### src/rtl/rdiv_pkg.sv
package rdiv_pkg;
  typedef enum logic [1:0] {
    PH_IDLE = 2'd0,
    PH_STEP = 2'd1,
    PH_FIX  = 2'd2
  } rdiv_phase_e;
endpackage

### src/rtl/rdiv_ctrl.sv
module rdiv_ctrl
  import rdiv_pkg::*;
#(
  parameter int W = 32
) (
  input  logic clk,
  input  logic rst,
  input  logic start,
  output logic do_load,
  output logic do_step,
  output logic do_fix,
  output logic busy
);
  localparam int CW = $clog2(W + 1);
  localparam logic [CW-1:0] LAST = CW'(W - 1);

  rdiv_phase_e phase;
  logic [CW-1:0] step_cnt;

  assign do_load = (phase == PH_IDLE) && start;
  assign do_step = (phase == PH_STEP);
  assign do_fix  = (phase == PH_FIX);
  assign busy    = (phase != PH_IDLE);

  always_ff @(posedge clk) begin
    if (rst) begin
      phase    <= PH_IDLE;
      step_cnt <= '0;
    end else begin
      unique case (phase)
        PH_IDLE: begin
          step_cnt <= '0;
          if (start) phase <= PH_STEP;
        end
        PH_STEP: begin
          step_cnt <= step_cnt + 1'b1;
          if (step_cnt == LAST) phase <= PH_FIX;
        end
        PH_FIX:  phase <= PH_IDLE;
        default: phase <= PH_IDLE;
      endcase
    end
  end
endmodule

### src/rtl/rdiv_datapath.sv
module rdiv_datapath #(
  parameter int W = 32
) (
  input  logic         clk,
  input  logic         rst,
  input  logic         do_load,
  input  logic         do_step,
  input  logic         do_fix,
  input  logic [W-1:0] dividend,
  input  logic [W-1:0] divisor,
  output logic [W-1:0] dvs_hold,
  output logic         done,
  output logic [W-1:0] quotient,
  output logic [W-1:0] remainder
);
  localparam int HW = W + 1;   // upper half keeps one spare bit
  localparam int DW = W + 2;   // trial difference with borrow bit

  logic [HW-1:0] part_hi;
  logic [W-1:0]  part_lo;
  logic [W-1:0]  dvs_r;
  logic [DW-1:0] trial;
  logic          borrow;
  logic [HW-1:0] kept_hi;

  assign trial   = {1'b0, part_hi} - {2'b00, dvs_r};
  assign borrow  = trial[DW-1];
  assign kept_hi = borrow ? part_hi : trial[HW-1:0];
  assign dvs_hold = dvs_r;

  always_ff @(posedge clk) begin
    if (rst) begin
      part_hi <= '0;
      part_lo <= '0;
      dvs_r   <= '0;
    end else if (do_load) begin
      dvs_r <= divisor;
      {part_hi, part_lo} <= {{W{1'b0}}, dividend, 1'b0};
    end else if (do_step) begin
      {part_hi, part_lo} <= {kept_hi[W-1:0], part_lo, ~borrow};
    end
  end

  always_ff @(posedge clk) begin
    if (rst) begin
      done      <= 1'b0;
      quotient  <= '0;
      remainder <= '0;
    end else begin
      done <= do_fix;
      if (do_fix) begin
        quotient  <= part_lo;
        remainder <= part_hi[W:1];
      end
    end
  end
endmodule

### src/rtl/rdiv_seq.sv
module rdiv_seq #(
  parameter int W = 32
) (
  input  logic         clk,
  input  logic         rst,
  input  logic         start,
  input  logic [W-1:0] dividend,
  input  logic [W-1:0] divisor,
  output logic         busy,
  output logic         done,
  output logic [W-1:0] quotient,
  output logic [W-1:0] remainder
);
  logic         do_load;
  logic         do_step;
  logic         do_fix;
  logic [W-1:0] dvs_hold;

  rdiv_ctrl #(.W(W)) u_ctrl (
    .clk     (clk),
    .rst     (rst),
    .start   (start),
    .do_load (do_load),
    .do_step (do_step),
    .do_fix  (do_fix),
    .busy    (busy)
  );

  rdiv_datapath #(.W(W)) u_dp (
    .clk       (clk),
    .rst       (rst),
    .do_load   (do_load),
    .do_step   (do_step),
    .do_fix    (do_fix),
    .dividend  (dividend),
    .divisor   (divisor),
    .dvs_hold  (dvs_hold),
    .done      (done),
    .quotient  (quotient),
    .remainder (remainder)
  );
endmodule

### config.mk
export PLATFORM = sky130hd
export DESIGN_NAME = rdiv_seq
export DESIGN_NICKNAME = d
export VERILOG_FILES = /design/src/rtl/rdiv_pkg.sv /design/src/rtl/rdiv_ctrl.sv /design/src/rtl/rdiv_datapath.sv /design/src/rtl/rdiv_seq.sv
export SDC_FILE = /design/constraint.sdc
export NUM_CORES = 1
export LEC_CHECK = 0
export ABC_AREA = 1
export CAP_MARGIN = 15
export CORE_ASPECT_RATIO = 2
export CORE_UTILIZATION = 55
export DETAILED_ROUTE_END_ITERATION = 12
export MAX_ROUTING_LAYER = met4
export PLACE_DENSITY = 0.81
export SYNTH_ARGS = -nofsm -noshare
export SYNTH_HDL_FRONTEND = slang
export SYNTH_SLANG_ARGS = --single-unit
### constraint.sdc
create_clock -name clk -period 2.4 [get_ports clk]
set_input_delay 0.36 -clock clk [delete_from_list [all_inputs] [get_ports clk]]
set_output_delay 0.36 -clock clk [all_outputs]
set_load 0.02 [all_outputs]
# == Yosys cells after proc, flatten, opt, wreduce, memory -nomap -nowiden ==
# Index checks and enable logic that the tools add are counted.
# totals
regBits,170
inputBits,67
output_inout_bits,66
elab_cells,34
# classes
add_sub_neg,2
eq_ne,5
muxes,9
bitwise,1
reduce_logical,7
# op_table
operator,count
32-bit two-way mux,3
33-bit by 32-bit subtractor with 34-bit output,1
6-bit case mux with 2 select lines,1
"6-bit by 1-bit adder with 6-bit output, second input constant",1
"6-bit by 5-bit == test with 1-bit output, second input constant",1
2-bit nonzero test,3
2-bit two-way mux,2
2-bit case mux with 2 select lines,1
"2-bit by 1-bit == test with 1-bit output, second input constant",1
"2-bit == test, second input constant",1
2-bit logical NOT,1
1-bit two-way mux,2
"2-bit by 1-bit inequality test with 1-bit output, second input constant",1
"2-bit inequality test, second input constant",1
2-bit AND reduction,1
2-bit OR reduction,1
1-bit logical AND,1
1-bit NOT,1

# == Depth between registers and ports, before layout ==
# logic_depth
word_depth,4
ltp_mapped,18
ltp_nobuf,18

# == By module ==
# A second synthesis with hierarchy kept.
# hier_totals
cells_unflattened,1358
area_unflattened_um2,9156.3
# by_module_without_submodules
mod,instances,cells_each,area_each_um2,seq_area_each_um2
rdiv_datapath,1,1299,8748.4,3243.1
rdiv_ctrl,1,59,407.9,160.2

# == Worst setup path after synthesis ==
# Ideal clock, no wire load.
# synth_timing
path_type,flip-flop to flip-flop
startpoint,register u_dp.part_hi[0]
endpoint,register u_dp.part_hi[29]
arrival_ns,1.843
slack_ns,0.448
stages_incl_launch_ff,19
synth_period_minus_slack_ns,1.952
path_cell_list,dfxtp_1 > inv_1 > ha_1 > inv_1 > fa_1 > nand3_1 > nand3_1 > nand2_1 > nand2_1 > nand2_1 > nand2_1 > nand2_1 > nand2_1 > nand2_1 > nand2_1 > nand2_2 > nand3_1 > nand2_1 > inv_1
# synth_between
elab_chain_cells,2
# synth_rtl
item,line_no,text
start: declaration,rdiv_datapath.sv:19,logic [HW-1:0] part_hi;
start signal: assignment,rdiv_datapath.sv:38,"{part_hi, part_lo} <= {{W{1'b0}}, dividend, 1'b0};"
start signal: assignment,rdiv_datapath.sv:40,"{part_hi, part_lo} <= {kept_hi[W-1:0], part_lo, ~borrow};"
33-bit by 32-bit subtractor with 34-bit output,rdiv_datapath.sv:26,"assign trial = {1'b0, part_hi} - {2'b00, dvs_r};"
32-bit two-way mux,rdiv_datapath.sv:28,assign kept_hi = borrow ? part_hi : trial[HW-1:0];
# No other way between the ends.
# A chain may end at the register's enable or synchronous reset.

# == Worst setup path after layout ==
# layout_timing
startpoint,"register u_dp.dvs_r[28], in the netlist u_dp.dvs_hold[28]"
endpoint,register u_dp.part_hi[11]
# layout_between
elab_chain_cells,2
# layout_rtl
item,line_no,text
start: declaration,rdiv_datapath.sv:21,logic [W-1:0] dvs_r;
start signal: assignment,rdiv_datapath.sv:37,dvs_r <= divisor;
33-bit by 32-bit subtractor with 34-bit output,rdiv_datapath.sv:26,
32-bit two-way mux,rdiv_datapath.sv:28,
# No other way between the ends.

==> flow_summary.yaml <==
power:
  ir_worst_vdd_mv: 0.682
  intPower_mw: 4.94
  p_sw_mw: 1.97
  p_clk_share_pct: 40.3
  p_sw_share_pct: 28.5
  pwr-share-seq_pct: 43.0
  power.leakage_nw: 5.47
  cellPowerDensity_nw_per_um2: 613
  comb_power_share_pct: 16.7
hold_path:
  worst_hold_path_type: "flop to flop"
worst_setup_path:
  crit_chain: "inv_1 > ha_1 > nand2_1 > nor2_1 > nand2_1 > nor2_1 > nor2_4 > a21oi_4 > clkbuf_16 > nand2_1 > nand3_1 > nand2_1 > inv_1"
  cp_top_family: "simple AND/OR/NAND/NOR gates"
  crit_buf_inv: 3
  worst-path-max-fanout: 12
  cp.required_ps: 2780
  cp_common_cell: "nand2_1"
  criticalPathCategory: "flop to flop"
  crit_arrival_ps: 2660
  slowest_stage: "ha_1"
  critPathLaunchType: "flop"
  cp-end-kind: "flop"
  max_stage_delay_ps: 350
yosys:
  yosys_warnings: 0
  synthArstFlopShare_pct: 0
  syn_nets: 1477
  netlist_area_sq_um: 8970
  synth_top_area_share_pct: 37.9
  synth.largest_area_cell: "dfxtp_1"
  synthesis.instances: 1376
  yosysSeqAreaShare_pct: 37.9
  synth-edff-count: 0
  yosys-top-cells-area: "dfxtp_1, nand2_1, nor2_1, inv_1, o21ai_0"
  synth.avg_cell_area_sq_um: 6.52
  ys_seq_elements: 170
  synth_cell_type_count: 38
  ys.flop_type: "dfxtp_1"
layout:
  antenna_cells: 0
  final_core_util_pct: 71.2
  synthToLayoutAreaGrowth_pct: 25.9
  drive_gt1_share_pct: 7.34
  layout_common_cells: "nand2_1, nor2_1, inv_1, dfxtp_1, clkdlybuf4s50_1"
  num-nets-final: 1601
  fin_area_sq_um: 11300
  final_common_cell: "nand2_1"
place:
  placed_cell_area_sq_um: 10600
  dpl.hpwl_mm: 20.1
  io_buffer_count: 132
  gp_congestion: 0.985
grt:
  track_usage_pct: 33.4
  grt_max_degree: 85
  antenna_found_initial: 0
  grt_first_pass_wirelength_mm: 42.8
  grt_overflow: 0
  first_global_vias: 8766
run_status:
  status: "completed"
routing:
  wl_per_cell_um: 15.7
  routed_wl_mm: 27.0
  antenna_left: 0
  dr_total_vias: 9069
  vias_per_cell: 5.29
  drcViolationCount: 0
  dr.pass1.iters: 5
  drt_iter0_markers: 411
die:
  num_rows: 65
  start_util_pct: 56.6
  die_w_um: 92.3
  ios: 133
  core_area_sq_um: 15900
  dieArea_sq_um: 16900
  die_y_um: 183
sta:
  slew_headroom_pct: 61.9
  tightest_slew_ps: 571
  min_period_ps: 2280
  setup_viol: 0
  period_share_pct: 95.0
  finClkSkew_ps: 9.23
  slew_viol_final: 0
  hold_violations: 0
  max_freq_mhz: 439
cts:
  cts_buffers: 17
  hold_buffers: 0
  htreeDepth: 4
  cts_max_path_buffers: 2
  cts_root_buffer: "clkbuf_16"
  clk_pin_slew_ps: 70
  cts.sinks: 170
  cts_tree: "done"
  clock_latency_ps: 430
job:
  maxCapViolCount: 0
## state kept, by name, indices dropped and copies added, names as in the netlist
| signal | cells |
|---|---|
| u_dp.part_lo | 32 |
| u_ctrl.step_cnt | 6 |
| u_dp.quotient | 32 |
| u_ctrl.phase | 2 |
| u_dp.remainder | 32 |
| u_dp.done | 1 |
| u_dp.dvs_hold | 32 |
| u_dp.part_hi | 33 |
## layout make-up
| class | count | area [sq um] |
|---|---|---|
| repair buffers | 166 | 1640 |
| multi-input cells | 954 | 4690 |
| clock buffers | 23 | 478 |
| clock inverters | 9 | 111 |
| well taps | 201 | 251 |
| fillers | 1386 | 4570 |
| flip-flops and latches | 170 | 3400 |
| inverters | 191 | 717 |
## per-layer routing
| layer | part of all wire [%] | vias to the layer above | track usage, % |
|---|---|---|---|
| li1 | - | 4601 | - |
| met1 | 38 | 4129 | 33.1 |
| met2 | 52 | 266 | 60.4 |
| met3 | 4.1 | 73 | 5.50 |
| met4 | 5.7 | 0 | 19.1 |
| met5 | 0 | - | - |
## through the flow
stage	worst slack [ps]	instances	setup TNS (ps)	hold WS (ps)	total power [mW]
floorplan	448	1376	0	435	3.74
global placement	-52.5	1680	-52.5	451	4.13
detailed placement	39.0	1680	0	455	4.14
CTS	35.1	1712	0	465	6.90
global route	-13.4	1714	-26.2	486	7.19
finish	119	1714	0	460	6.92
## kinds of logic after synthesis
family                   count (synthesis)  synth area share, %
adder cells (fa/ha/maj)                 34                 4.83
flip-flops                             170                 37.9
AND/OR/NAND/NOR                        687                 31.7
AO/OA/AOI/OAI                          215                 12.9
buffers and inverters                  252                 10.8
XOR/XNOR                                18                 1.76
## worst register-to-register path, stage by stage (launching register included)
cell and delay, ps:
dfxtp_1 310, inv_1 50, ha_1 350, nand2_1 130, nor2_1 240, nand2_1 140, nor2_1 220, nor2_4 110
a21oi_4 220, clkbuf_16 220, nand2_1 60, nand3_1 60, nand2_1 50, inv_1 60
## synth_stat cells (all sizes together) (2+ instances only)
library cell  instances
xor2                 18
nand4                34
inv                 189
a31oi                23
clkbuf               50
o21ai               107
nor3                 12
nand3b                3
dfxtp               170
nand3                60
nand2               381
nor2                193
buf                  11
a221oi                7
ha                   33
nor4                  2
a21oi                72
o21bai                2
clkinv                2
## timing repair
| item | CTS | global route |
|---|---|---|
| endpoints found under the setup margin | 0 | 29 |
| hold endpoints to repair | 0 | 0 |
| resized for setup | 0 | 23 |
| setup buffers | 0 | 1 |
## power groups by stage
| stage | logic, mW | clock network, mW | registers (mW) |
|---|---|---|---|
| detailed placement | 1.11 | 0 | 3.04 |
| floorplan | 0.717 | 0 | 3.02 |
| CTS | 1.12 | 2.80 | 2.97 |
| finish | 1.15 | 2.79 | 2.97 |
| global placement | 1.10 | 0 | 3.03 |
| global route | 1.27 | 2.93 | 2.98 |
## final timing paths
| kind | cells past startpoint | end | slack, ps | start |
|---|---|---|---|---|
| max | 13 | u_dp.part_hi[11] | 120 | u_dp.dvs_hold[28] |
| min | 2 | u_dp.dvs_hold[27] | 460 | u_dp.dvs_hold[27] |
| max reg2reg | 13 | u_dp.part_hi[11] | 120 | u_dp.dvs_hold[28] |
| min reg2reg | 2 | u_dp.dvs_hold[27] | 460 | u_dp.dvs_hold[27] |
Power figures use the tool's default switching activity.
